File: config.mk
export PLATFORM = sky130hd
export DESIGN_NAME = dma_chan_regs
export DESIGN_NICKNAME = d
export VERILOG_FILES = /design/src/rtl/dma_chan_pkg.sv /design/src/rtl/dma_cmd_decode.sv /design/src/rtl/dma_xfer_clamp.sv /design/src/rtl/dma_stat_unit.sv /design/src/rtl/dma_chan_regs.sv
export SDC_FILE = /design/constraint.sdc
export NUM_CORES = 1
export LEC_CHECK = 0
export BUFFER_PORTS_ARGS = -buffer_cell sky130_fd_sc_hd__buf_2
export CORE_ASPECT_RATIO = 1.4
export CORE_MARGIN = 2
export CORE_UTILIZATION = 40
export DETAILED_ROUTE_END_ITERATION = 8
export GPL_ROUTABILITY_DRIVEN = 1
export PLACE_DENSITY = 0.7
export SLEW_MARGIN = 30
export SYNTH_ARGS = -nofsm -noshare
export SYNTH_HDL_FRONTEND = slang
export SYNTH_HIERARCHICAL = 1
export SYNTH_SLANG_ARGS = --single-unit
File: constraint.sdc
create_clock -name clk -period 5.38 [get_ports clk]
set_clock_uncertainty 0.15 [all_clocks]
set_input_delay 0.807 -clock clk [delete_from_list [all_inputs] [get_ports clk]]
set_output_delay 0.807 -clock clk [all_outputs]
set_load 0.05 [all_outputs]
File: src/rtl/dma_chan_pkg.sv
package dma_chan_pkg;

  localparam int IDX_W = 3;

  typedef enum logic [IDX_W-1:0] {
    IDX_CMD  = 3'd0,
    IDX_SCNT = 3'd1,
    IDX_SADR = 3'd2,
    IDX_SDSC = 3'd3,
    IDX_WCNT = 3'd4,
    IDX_WADR = 3'd5,
    IDX_WDSC = 3'd6,
    IDX_STAT = 3'd7
  } reg_idx_e;

  typedef enum logic [1:0] {
    OP_IDLE  = 2'd0,
    OP_BLAST = 2'd1,
    OP_ABORT = 2'd2,
    OP_START = 2'd3
  } chan_op_e;

  localparam int CMD_DIR_BIT     = 7;
  localparam int CMD_DONE_IE_BIT = 6;

  localparam int ST_W    = 6;
  localparam int ST_PWDN = 0;
  localparam int ST_ERR  = 1;
  localparam int ST_ABT  = 2;
  localparam int ST_DONE = 3;
  localparam int ST_SCSI = 4;
  localparam int ST_BCZ  = 5;

  // flags that the selectable clear mechanism acts on
  localparam logic [ST_W-1:0] ST_CLR_MASK = 6'b001110;

  typedef struct packed {
    logic go_idle;
    logic go_abort;
    logic go_start;
  } cmd_act_t;

endpackage

File: src/rtl/dma_cmd_decode.sv
module dma_cmd_decode
  import dma_chan_pkg::*;
(
  input  logic             wr_en,
  input  logic [IDX_W-1:0] idx,
  input  logic [1:0]       op_field,
  output cmd_act_t         act
);

  logic cmd_hit;

  assign cmd_hit = wr_en && (reg_idx_e'(idx) == IDX_CMD);

  always_comb begin
    act = '0;
    if (cmd_hit) begin
      case (chan_op_e'(op_field))
        OP_IDLE:  act.go_idle  = 1'b1;
        OP_ABORT: act.go_abort = 1'b1;
        OP_START: act.go_start = 1'b1;
        default:  act = '0;
      endcase
    end
  end

endmodule

File: src/rtl/dma_xfer_clamp.sv
module dma_xfer_clamp #(
  parameter int DATA_W = 32,
  parameter int LEN_W  = 16
) (
  input  logic              req,
  input  logic              req_dir,
  input  logic [LEN_W-1:0]  req_len,
  input  logic              cmd_dir,
  input  logic [DATA_W-1:0] wcnt,
  output logic              accept,
  output logic              reject,
  output logic [LEN_W-1:0]  take,
  output logic              drains
);

  logic [DATA_W-1:0] len_ext;

  assign len_ext = DATA_W'(req_len);
  assign accept  = req && (req_dir == cmd_dir);
  assign reject  = req && (req_dir != cmd_dir);
  assign take    = (wcnt < len_ext) ? wcnt[LEN_W-1:0] : req_len;
  assign drains  = accept && (DATA_W'(take) == wcnt);

endmodule

File: src/rtl/dma_stat_unit.sv
module dma_stat_unit
  import dma_chan_pkg::*;
(
  input  logic            clk,
  input  logic            rst,
  input  logic            clr_all,
  input  logic            w1c_en,
  input  logic [ST_W-1:0] w1c_mask,
  input  logic            cor_en,
  input  logic [ST_W-1:0] set_mask,
  output logic [ST_W-1:0] stat_q
);

  for (genvar b = 0; b < ST_W; b++) begin : g_bit
    logic kill;
    if (ST_CLR_MASK[b]) begin : g_clr
      assign kill = clr_all || (w1c_en && w1c_mask[b]) || cor_en;
    end else begin : g_keep
      assign kill = clr_all;
    end

    always_ff @(posedge clk) begin
      if (rst) begin
        stat_q[b] <= 1'b0;
      end else begin
        stat_q[b] <= (stat_q[b] && !kill) || set_mask[b];
      end
    end
  end

endmodule

File: src/rtl/dma_chan_regs.sv
module dma_chan_regs
  import dma_chan_pkg::*;
#(
  parameter int DATA_W   = 32,
  parameter int LEN_W    = 16,
  parameter int MODE_BIT = 12
) (
  input  logic              clk,
  input  logic              rst,
  input  logic              reg_wr,
  input  logic              reg_rd,
  input  logic [IDX_W-1:0]  reg_idx,
  input  logic [DATA_W-1:0] reg_wdata,
  output logic [DATA_W-1:0] reg_rdata,
  input  logic              ctl_wr,
  input  logic [DATA_W-1:0] ctl_wdata,
  output logic [DATA_W-1:0] ctl_rdata,
  input  logic              xfer_req,
  input  logic              xfer_dir,
  input  logic [LEN_W-1:0]  xfer_len,
  output logic              xfer_ack,
  output logic              xfer_grant,
  output logic [LEN_W-1:0]  xfer_len_out,
  input  logic              core_done,
  input  logic              core_irq,
  output logic              core_en,
  output logic              core_cancel,
  output logic              irq
);

  localparam logic [DATA_W-1:0] WADR_RST = {DATA_W{1'b1}};
  localparam logic [DATA_W-1:0] WDSC_RST = {{(DATA_W-2){1'b1}}, 2'b01};

  logic [DATA_W-1:0] cmd_q, scnt_q, sadr_q, sdsc_q;
  logic [DATA_W-1:0] wcnt_q, wadr_q, wdsc_q, ctl_q;
  logic [ST_W-1:0]   stat_q, set_mask;
  logic [DATA_W-1:0] rd_mux;
  cmd_act_t          act;
  logic              accept, reject, drains;
  logic [LEN_W-1:0]  take;
  logic              wr_hit_stat, rd_hit_stat, cor_mode;

  dma_cmd_decode u_dec (
    .wr_en    (reg_wr),
    .idx      (reg_idx),
    .op_field (reg_wdata[1:0]),
    .act      (act)
  );

  dma_xfer_clamp #(.DATA_W(DATA_W), .LEN_W(LEN_W)) u_clamp (
    .req     (xfer_req),
    .req_dir (xfer_dir),
    .req_len (xfer_len),
    .cmd_dir (cmd_q[CMD_DIR_BIT]),
    .wcnt    (wcnt_q),
    .accept  (accept),
    .reject  (reject),
    .take    (take),
    .drains  (drains)
  );

  assign cor_mode    = ctl_q[MODE_BIT];
  assign wr_hit_stat = reg_wr && (reg_idx_e'(reg_idx) == IDX_STAT);
  assign rd_hit_stat = reg_rd && (reg_idx_e'(reg_idx) == IDX_STAT);

  always_comb begin
    set_mask          = '0;
    set_mask[ST_ERR]  = reject;
    set_mask[ST_ABT]  = act.go_abort;
    set_mask[ST_DONE] = core_done;
    set_mask[ST_BCZ]  = drains && !core_done;
  end

  dma_stat_unit u_stat (
    .clk      (clk),
    .rst      (rst),
    .clr_all  (act.go_start),
    .w1c_en   (wr_hit_stat && !cor_mode),
    .w1c_mask (reg_wdata[ST_W-1:0]),
    .cor_en   (rd_hit_stat && cor_mode),
    .set_mask (set_mask),
    .stat_q   (stat_q)
  );

  // shadow registers and command
  always_ff @(posedge clk) begin
    if (rst) begin
      cmd_q  <= '0;
      scnt_q <= '0;
      sadr_q <= '0;
      sdsc_q <= '0;
      ctl_q  <= '0;
    end else begin
      if (reg_wr) begin
        case (reg_idx_e'(reg_idx))
          IDX_CMD:  cmd_q  <= reg_wdata;
          IDX_SCNT: scnt_q <= reg_wdata;
          IDX_SADR: sadr_q <= reg_wdata;
          IDX_SDSC: sdsc_q <= reg_wdata;
          default: ;
        endcase
      end
      if (ctl_wr) ctl_q <= ctl_wdata;
    end
  end

  // working registers: register write, then start reload, then completion, then transfer
  always_ff @(posedge clk) begin
    if (rst) begin
      wcnt_q <= '0;
      wadr_q <= WADR_RST;
      wdsc_q <= WDSC_RST;
    end else begin
      if (reg_wr && reg_idx_e'(reg_idx) == IDX_WCNT) wcnt_q <= reg_wdata;
      else if (act.go_start)                         wcnt_q <= scnt_q;
      else if (core_done)                            wcnt_q <= '0;
      else if (accept)                               wcnt_q <= wcnt_q - DATA_W'(take);

      if (reg_wr && reg_idx_e'(reg_idx) == IDX_WADR) wadr_q <= reg_wdata;
      else if (act.go_start)                         wadr_q <= sadr_q;
      else if (accept)                               wadr_q <= wadr_q + DATA_W'(take);

      if (reg_wr && reg_idx_e'(reg_idx) == IDX_WDSC) wdsc_q <= reg_wdata;
      else if (act.go_start)                         wdsc_q <= sdsc_q;
    end
  end

  always_comb begin
    case (reg_idx_e'(reg_idx))
      IDX_CMD:  rd_mux = cmd_q;
      IDX_SCNT: rd_mux = scnt_q;
      IDX_SADR: rd_mux = sadr_q;
      IDX_SDSC: rd_mux = sdsc_q;
      IDX_WCNT: rd_mux = wcnt_q;
      IDX_WADR: rd_mux = wadr_q;
      IDX_WDSC: rd_mux = wdsc_q;
      default: begin
        rd_mux = DATA_W'(stat_q);
        rd_mux[ST_SCSI] = stat_q[ST_SCSI] | core_irq;
      end
    endcase
  end

  // registered outputs toward software and the core
  always_ff @(posedge clk) begin
    if (rst) begin
      reg_rdata    <= '0;
      core_en      <= 1'b0;
      core_cancel  <= 1'b0;
      xfer_ack     <= 1'b0;
      xfer_grant   <= 1'b0;
      xfer_len_out <= '0;
    end else begin
      if (reg_rd) reg_rdata <= rd_mux;
      if (act.go_start)     core_en <= 1'b1;
      else if (act.go_idle) core_en <= 1'b0;
      core_cancel  <= act.go_abort;
      xfer_ack     <= xfer_req;
      xfer_grant   <= accept;
      xfer_len_out <= accept ? take : '0;
    end
  end

  assign ctl_rdata = ctl_q;
  assign irq       = stat_q[ST_DONE] & cmd_q[CMD_DONE_IE_BIT];

endmodule

==> summary.txt, run 1 <==
Placed design
  • Total half-perimeter wirelength after legalization and detailed placement: 43.88 mm
  • Area post-placement: 0.01898 mm2
  • I/O Buffers: 176
  • Final Wtd Congestion: 0.9986

STA
  • Final number of setup-violating endpoints: 0
  • Highest clock frequency the design can meet: 200.2 MHz
  • Worst-Margin Slew: 0.9784 ns
  • Post-layout min period: 4.996 ns
  • Headroom to the max-slew limit: 34.64%
  • Final cycle utilization of the critical path: 92.86%
  • Total count of max-transition violations in the final report: 0
  • Final-report hold violation count: 0
  • Setup repair after global routing missed its margin: false
  • Total Neg Setup Slack: 0 ns

Routing
  • Vias post-DR: 17259
  • Total length of routed wires: 62.32 mm
  • 1st-pass router iterations: 6
  • Iteration-0 DRC Markers: 1931
  • Per-cell routed wire length: 21.70 um
  • Vias per inst: 6.011
  • Number of remaining DRC errors: 0
  • Detail Route Antenna Nets: 0

Setup path
  • Cell mode on critical path: o21ai_0
  • Worst endpoint data arrival time: 5.26 ns
  • Slowest stage cell, crit path: or3_1
  • Timing startpoint of the critical path: wcnt_q[20]
  • Cells along the critical path: nor4_2 > nand4_1 > or3_1 > a211o_1 > mux2_2 > ha_1 > fa_1 > a211oi_2 > o21bai_2 > o21ai_0 > a31oi_1 > o41ai_2 > xor2_1 > o21ai_0
  • Crit path launch type: register
  • RR Startpoint: wcnt_q[20]
  • Maximum net fanout on the critical path: 8
  • Setup crit end kind: register
  • Delay of the slowest critical-path stage: 0.49 ns
  • Category of the most critical setup path: reg2reg
  • Required time of the critical path: 5.64 ns

Clocking
  • Clock-pin slew on the worst setup and hold paths: 0.06 ns
  • Post-CTS Setup Inserts: 0
  • Number of sinks driven by the clock tree: 314
  • Maximum buffer depth of the clock tree: 3
  • Number of CTS-inserted buffers: 34
  • Skew-Pair Late Insertion Delay: 0.55 ns
  • H-tree level count: 2
  • Clock tree from TritonCTS: built
  • Post-cts gate resize count: 0
  • Root buffer selected by CTS: clkbuf_16
  • Count of hold buffers inserted by post-cts repair: 0

Logic synthesis
  • Fraction of registers with async set/reset: 0%
  • Mapped Avg Cell Area: 8.024 um2
  • Cells after Synth: 2192
  • Seq/Total Area, Yosys: 35.74%
  • Synth warnings: 6
  • Count of unique library cells instantiated by Yosys: 87
  • Cell Area, Synth: 0.01759 mm2
  • EDFF count, synth: 0
  • Number of synthesized register bits: 314
  • Most used flip-flop cell after synthesis: dfxtp_1

Run status
  • Result of the run: complete, no violations

Die
  • Row cnt: 90
  • Area of the die: 0.04569 mm2
  • Effective utilization at floorplan: 40.67%
  • Boundary pin count: 177
  • Height of the die: 252.1 um
  • Die W: 181.2 um
  • Core Area: 0.04324 mm2

Power
  • Leakage: 8.020 nW
  • PwrDens: 381.8 mW/mm2
  • Worst voltage drop across the vdd grid: 0.3047 mV

Finish
  • Growth of design area from synthesis to finish: 14.15%
  • Most frequent cells in the layout: 390 x nand2_1, 314 x dfxtp_1, 222 x a21oi_1
  • Share of final-layout standard cells stronger than drive strength 1: 16.05%
  • Post-layout instance area: 0.02008 mm2
  • Nets: 2438
  • Most common cell after layout, fill and taps aside: nand2_1
  • # fillers: 4231

Global routing
  • Sum of overflow across all layers after global routing: 0
  • Number of global-route vias before repair: 16456
  • Largest net degree at the start of global routing: 125
  • First-pass GRT wire length: 95.45 mm
  • Initial antenna violation count: 1
  • Total routing usage reported by global routing: 26.41%

Worst hold path
  • Worst hold start: cmd_q[22]
  • Worst min-delay path class: reg2reg

Flow run
  • Total of max-cap violations: 0
worst max-delay path, delay by kind of cell, from the launching register on:
| kind | cells | cell delay [ns] |
|---|---|---|
| AO/OA/AOI/OAI | 7 | 1.87 |
| XOR/XNOR | 1 | 0.18 |
| adder cells (fa/ha/maj) | 2 | 0.68 |
| flip-flops | 1 | 0.41 |
| multiplexers | 1 | 0.35 |
| AND/OR/NAND/NOR | 3 | 1.23 |
cells by family (layout without fill, tap and decap cells):
group / count (synthesis) / in the layout / share of synthesized area [%]
other: 1 / 3 / 0.02132
xor gates and xnor gates: 56 / 56 / 2.789
adders and majority gates: 50 / 50 / 3.642
muxes: 163 / 163 / 11.02
DFF: 314 / 314 / 35.74
and+or+nand+nor: 793 / 793 / 19.95
buffers and inverters: 213 / 338 / 4.916
AOI/OAI and AO/OA: 602 / 602 / 21.93
path summary, 6_finish.rpt:
kind / endpoint / cells after the start / slack, ns
worst min-delay path: cmd_q[22] / 2 / 0.31
worst max-delay path: wadr_q[20] / 14 / 0.38
worst min register to register: cmd_q[22] / 2 / 0.31
worst max register to register: wadr_q[20] / 14 / 0.38
final cells by class:
| cell class | instances | area (um2) | share of cell area [%] |
|---|---|---|---|
| repair buffers | 232 | 1339 | 6.668 |
| flip-flops and latches | 314 | 6286 | 31.31 |
| inverters | 48 | 180.2 | 0.8974 |
| clock inverters | 10 | 123.9 | 0.6170 |
| multi-input cells | 1666 | 10490 | 52.26 |
| well taps | 552 | 690.7 | 3.440 |
| clock buffers | 48 | 963.4 | 4.799 |
| diodes | 1 | 2.502 | 0.01246 |
per-layer routing:
| metal | track usage (%) | vias up | wire, um |
|---|---|---|---|
| met1 | 31.52 | 8263 | 23720 |
| met4 | 13.64 | 0 | 3138 |
| met3 | 3.847 | 170 | 4902 |
| met5 | 0 | - | 0 |
| met2 | 46.05 | 859 | 30560 |
| li1 | - | 7967 | - |
cell usage after synthesis, types with 5 or more instances:
cell type,instances,area [um2]
a31oi_1,18,112.6
o22ai_1,19,118.9
a211oi_1,58,435.4
xnor2_1,25,219.0
nand4_1,15,93.84
inv_1,48,180.2
o211ai_1,11,82.58
nor2b_1,17,106.4
ha_1,48,600.6
a221oi_1,20,175.2
mux4_2,19,427.9
nand2b_1,45,281.5
a21o_1,19,142.6
mux2_2,19,214.0
nand3_1,22,110.1
a22oi_1,13,97.59
o21ai_1,9,45.04
dfxtp_1,314,6286
and2_1,8,50.05
nor4_2,5,62.56
mux2i_1,116,1161
nor2_1,182,683.2
buf_2,23,115.1
o21bai_1,6,45.04
o221ai_1,6,52.55
a311oi_1,12,105.1
clkbuf_1,121,454.2
o21a_1,11,82.58
mux2_4,9,135.1
nor4_1,8,50.05
nand2_1,392,1471
and3_1,24,150.1
xor2_1,31,271.5
buf_1,16,60.06
a211o_1,5,43.79
o21ai_0,118,590.6
a21oi_1,222,1111
nor3_1,48,240.2
through the flow:
stage                     hold WS, ns  setup WS, ns  util (%)  std cells  power [mW]
after floorplan                0.2834        0.7900         -       2193       4.529
after global placement         0.2895        0.1374     43.88       2812       5.231
after detailed placement       0.2989       0.08851     43.89       2812       5.274
after CTS                      0.3073        0.5394     46.41       2870       7.639
after global routing           0.3227        0.2489     46.43       2871       8.010
final                          0.3103        0.3839     46.43       2871       7.665
sequential cells by signal, indices dropped and copies added (netlist names):
register and count:
cmd_q 32, core_cancel 1, core_en 1, ctl_rdata 32, reg_rdata 32, sadr_q 32, scnt_q 32, sdsc_q 32
u_stat/stat_q 6, wadr_q 32, wcnt_q 32, wdsc_q 32, xfer_ack 1, xfer_grant 1, xfer_len_out 16
where the power goes:
part           switching (mW)  internal, mW  leakage, nW
clock                    1.01          1.35        0.528
combinational            1.68          1.01         4.93
sequential              0.158          2.46         2.56
total                    2.84          4.82         8.02
Power figures use the tool's default switching activity.
==> run 2, diff against run 1 <==
--- a/config.mk
+++ b/config.mk
@@ -5,6 +5,7 @@
 export SDC_FILE = /design/constraint.sdc
 export NUM_CORES = 1
 export LEC_CHECK = 0
+export ABC_AREA = 1
 export BUFFER_PORTS_ARGS = -buffer_cell sky130_fd_sc_hd__buf_2
 export CORE_ASPECT_RATIO = 1.4
 export CORE_MARGIN = 2
==> run 2 against run 1 <==
  * Via count grew 12%
  * Clock power up 6%
  * Total power fell by 11%
  * Critical path type unchanged
  * Critical endpoint is now wadr_q[28]
  * Largest power group is now sequential cells
==> summary.txt, run 2 <==
Die
  • Boundary pin count: 177 (unchanged)
  • Area of the die: 0.04535 mm2 (-0.74%)
  • Height of the die: 251.2 um (-0.37%)
  • Row cnt: 90 (unchanged)
  • Core Area: 0.04313 mm2 (-0.26%)
  • Die W: 180.6 um (-0.37%)
  • Effective utilization at floorplan: 40.47% (-0.20 points)

Power
  • Final Power: 6.851 mW (-11%)
  • Proportion of total power due to net switching: 35.60% (-1.5 points)
  • Share of power burned in combinational logic: 25.8% (-9.3 points)
  • Leakage: 9.403 nW (+17%)
  • Clk network pwr share: 36.3% (+5.5 points)
  • PwrDens: 341.2 mW/mm2 (-11%)
  • Worst voltage drop across the vdd grid: 0.2732 mV (-10%)
  • Relative contribution of sequential cells to total power: 37.9% (+3.8 points)
  • Internal: 4.412 mW (-8.5%)
  • Net Sw Power: 2.439 mW (-14%)

STA
  • Worst-Margin Slew: 1.046 ns (+0.06813 ns)
  • Headroom to the max-slew limit: 30.16% (-4.5 points)
  • Worst hold slack: 0.3071 ns (-0.003168 ns)
  • Final number of setup-violating endpoints: 0 (unchanged)
  • Total Neg Setup Slack: 0 ns (unchanged)
  • Post-layout min period: 4.332 ns (-0.6645 ns)
  • Final cycle utilization of the critical path: 80.51% (-12 points)
  • Highest clock frequency the design can meet: 230.9 MHz (+15%)
  • Final-report hold violation count: 0 (unchanged)
  • Setup repair after global routing missed its margin: false
  • Total count of max-transition violations in the final report: 0 (unchanged)

Logic synthesis
  • Cells after Synth: 2635 (+20%)
  • Mapped Avg Cell Area: 6.624 um2 (-17%)
  • Number of synthesized register bits: 314 (unchanged)
  • Cell Area, Synth: 0.01746 mm2 (-0.75%)
  • Top cells by area in the synthesized netlist: dfxtp_1 36%, nand2_1 11%, a21oi_1 8.7%, o21ai_0 8.5%, inv_1 8.0%
  • Area share of the largest cell type after synthesis: 36.01% (+0.27 points)
  • Most used flip-flop cell after synthesis: dfxtp_1
  • Most frequent cell after synthesis: nand2_1
  • Synth warnings: 6 (unchanged)
  • EDFF count, synth: 0 (unchanged)
  • Seq/Total Area, Yosys: 36.01% (+0.27 points)
  • Most used standard cells in the synthesized netlist: 513 x nand2_1, 373 x inv_1, 314 x dfxtp_1
  • Cell type contributing the most total cell area after synthesis: dfxtp_1
  • Count of unique library cells instantiated by Yosys: 47 (-46%)
  • Fraction of registers with async set/reset: 0% (unchanged)

Setup path
  • RR Startpoint: wcnt_q[3]
  • Family of cells with the greatest summed delay on the critical path: simple AND/OR/NAND/NOR gates
  • Cell mode on critical path: nand2_1
  • Crit path launch type: register
  • Register-to-Register Path Depth: 19 (+5)
  • Combined buffer and inverter count along the critical path: 0 (unchanged)
  • Delay of the slowest critical-path stage: 0.57 ns (+0.08 ns)
  • Register-to-register path setup slack: 1.05 ns (+0.66 ns)
  • Cells along the critical path: ha_1 > a21oi_1 > nand2_1 > nand2_1 > nand2_1 > nand2_1 > nand2_4 > o21ai_0 > ha_1 > fa_1 > nand2_1 > o21ai_0 > nand3_1 > nand3b_1 > nand2_1 > nand3_1 > nand3_1 > nand2_1 > nand2_1
  • Required time of the critical path: 5.66 ns (+0.02 ns)
  • Setup crit end kind: register
  • Category of the most critical setup path: reg2reg
  • Maximum net fanout on the critical path: 61 (+53)
  • Worst endpoint data arrival time: 4.61 ns (-0.65 ns)
  • Critical R2R Capture: wadr_q[28]
  • Slowest stage cell, crit path: dfxtp_1

Placed design
  • I/O Buffers: 176 (unchanged)
  • Final Wtd Congestion: 1.022 (+2.4%)
  • Area post-placement: 0.01892 mm2 (-0.32%)
  • Placed cells: 3280 (+17%)
  • Total half-perimeter wirelength after legalization and detailed placement: 53.04 mm (+21%)

Routing
  • WL met2: 33.76 mm (+10%)
  • 1st-pass router iterations: 7 (+1)
  • Iteration-0 DRC Markers: 2172 (+12%)
  • Number of remaining DRC errors: 0 (unchanged)
  • Highest metal layer with signal wires: met5
  • Met1 Wirelength: 26.88 mm (+13%)
  • Total length of routed wires: 72.74 mm (+17%)
  • Met3 layer wire length in the routed design: 5.827 mm (+19%)
  • Per-cell routed wire length: 21.76 um (+0.25%)
  • Vias post-DR: 19333 (+12%)
  • Detail Route Antenna Nets: 0 (unchanged)
  • Vias per inst: 5.783 (-3.8%)

Clocking
  • Post-CTS Setup Inserts: 0 (unchanged)
  • H-tree level count: 2 (unchanged)
  • Clock tree from TritonCTS: built
  • Clock-pin slew on the worst setup and hold paths: 0.07 ns (about the same)
  • Root buffer selected by CTS: clkbuf_16
  • Skew-Pair Late Insertion Delay: 0.56 ns (about the same)
  • Post-cts gate resize count: 0 (unchanged)
  • Number of sinks driven by the clock tree: 314 (unchanged)
  • Maximum buffer depth of the clock tree: 3 (unchanged)
  • Number of CTS-inserted buffers: 34 (unchanged)
  • Count of hold buffers inserted by post-cts repair: 0 (unchanged)

Global routing
  • Total routing usage reported by global routing: 30.89% (+4.5 points)
  • Sum of overflow across all layers after global routing: 0 (unchanged)
  • Number of global-route vias before repair: 18398 (+12%)
  • Largest net degree at the start of global routing: 89 (-29%)
  • Initial antenna violation count: 2 (+1)
  • First-pass GRT wire length: 108.7 mm (+14%)

Finish
  • Nets: 2906 (+19%)
  • Share of final-layout standard cells stronger than drive strength 1: 11.54% (-4.5 points)
  • Most common cell after layout, fill and taps aside: nand2_1
  • Post-layout instance area: 0.02008 mm2 (about the same)
  • Growth of design area from synthesis to finish: 15.02%
  • # fillers: 4514 (+6.7%)
  • Final instance count without filler cells: 3343 (+16%)
  • Most frequent cells in the layout: 511 x nand2_1, 370 x inv_1, 314 x dfxtp_1

Worst hold path
  • Worst Hold End: cmd_q[16]
  • Worst min-delay path class: reg2reg
  • Worst hold path stage count: 2 (unchanged)
  • Worst hold start: cmd_q[16]

Run status
  • Result of the run: complete, no violations

Flow run
  • Total of max-cap violations: 0 (unchanged)
run 2: cell families (layout without fill, tap and decap cells):
family,after synthesis,count (layout),synth area share [%]
flip-flops,314,314,36.01
AND/OR/NAND/NOR,944,944,22.34
buffers and inverters,525,679,11.67
adder cells (fa/ha/maj),50,50,3.670
other,1,3,0.02148
AO/OA/AOI/OAI,786,786,25.54
XOR/XNOR,15,15,0.7526
run 2: area by class of cell:
class	instances	area (um2)	share of cell area [%]
Clock buffer	44	969.7	4.830
Sequential cell	314	6286	31.31
Multi-Input combinational cell	1797	9166	45.65
Antenna cell	1	2.502	0.01246
Tap cell	552	690.7	3.440
Timing Repair Buffer	236	1344	6.693
Clock inverter	18	186.4	0.9285
Inverter	381	1433	7.135
run 2: how the worst max path moves through the flow:
stage                  from  cells after the start  slack [ns]         end
4_1_cts           wcnt_q[3]                     19        1.14  wadr_q[28]
6_report          wcnt_q[3]                     19        1.05  wadr_q[28]
2_1_floorplan  xfer_len[15]                     21        1.41  wadr_q[28]
3_5_place_dp    xfer_len[5]                     21        0.67  wadr_q[28]
3_3_place_gp    xfer_len[5]                     21        0.67  wadr_q[28]
5_1_grt           wcnt_q[3]                     21        0.69  wadr_q[20]
run 2: power groups by stage:
| stage | sequential (mW) | combinational, mW | clock (mW) |
|---|---|---|---|
| after detailed placement | 2.64 | 1.72 | 0 |
| after CTS | 2.59 | 1.73 | 2.50 |
| final | 2.60 | 1.76 | 2.49 |
| after floorplan | 2.72 | 1.02 | 0 |
| after global routing | 2.61 | 1.93 | 2.59 |
| after global placement | 2.64 | 1.71 | 0 |
run 2: per-stage QoR:
stage               worst slack [ns]  utilization [%]
global placement              0.6657            43.87
finish                         1.048            46.55
floorplan                      1.408                -
global route                  0.6912            46.55
detailed placement            0.6724            43.87
CTS                            1.137            46.55
run 2: metal layers:
metal	GRT usage (%)	vias to the layer above
li1	-	9046
met3	5.418	331
met5	0	-
met4	23.25	2
met1	35.56	8912
met2	51.15	1042
run 2: worst register-to-register path, stage by stage (launching register included):
cell and delay, ns:
dfxtp_1 0.57, ha_1 0.33, a21oi_1 0.13, nand2_1 0.08, nand2_1 0.06, nand2_1 0.05, nand2_1 0.11, nand2_4 0.32
o21ai_0 0.56, ha_1 0.34, fa_1 0.31, nand2_1 0.10, o21ai_0 0.33, nand3_1 0.13, nand3b_1 0.24, nand2_1 0.13
nand3_1 0.09, nand3_1 0.08, nand2_1 0.06, nand2_1 0.05
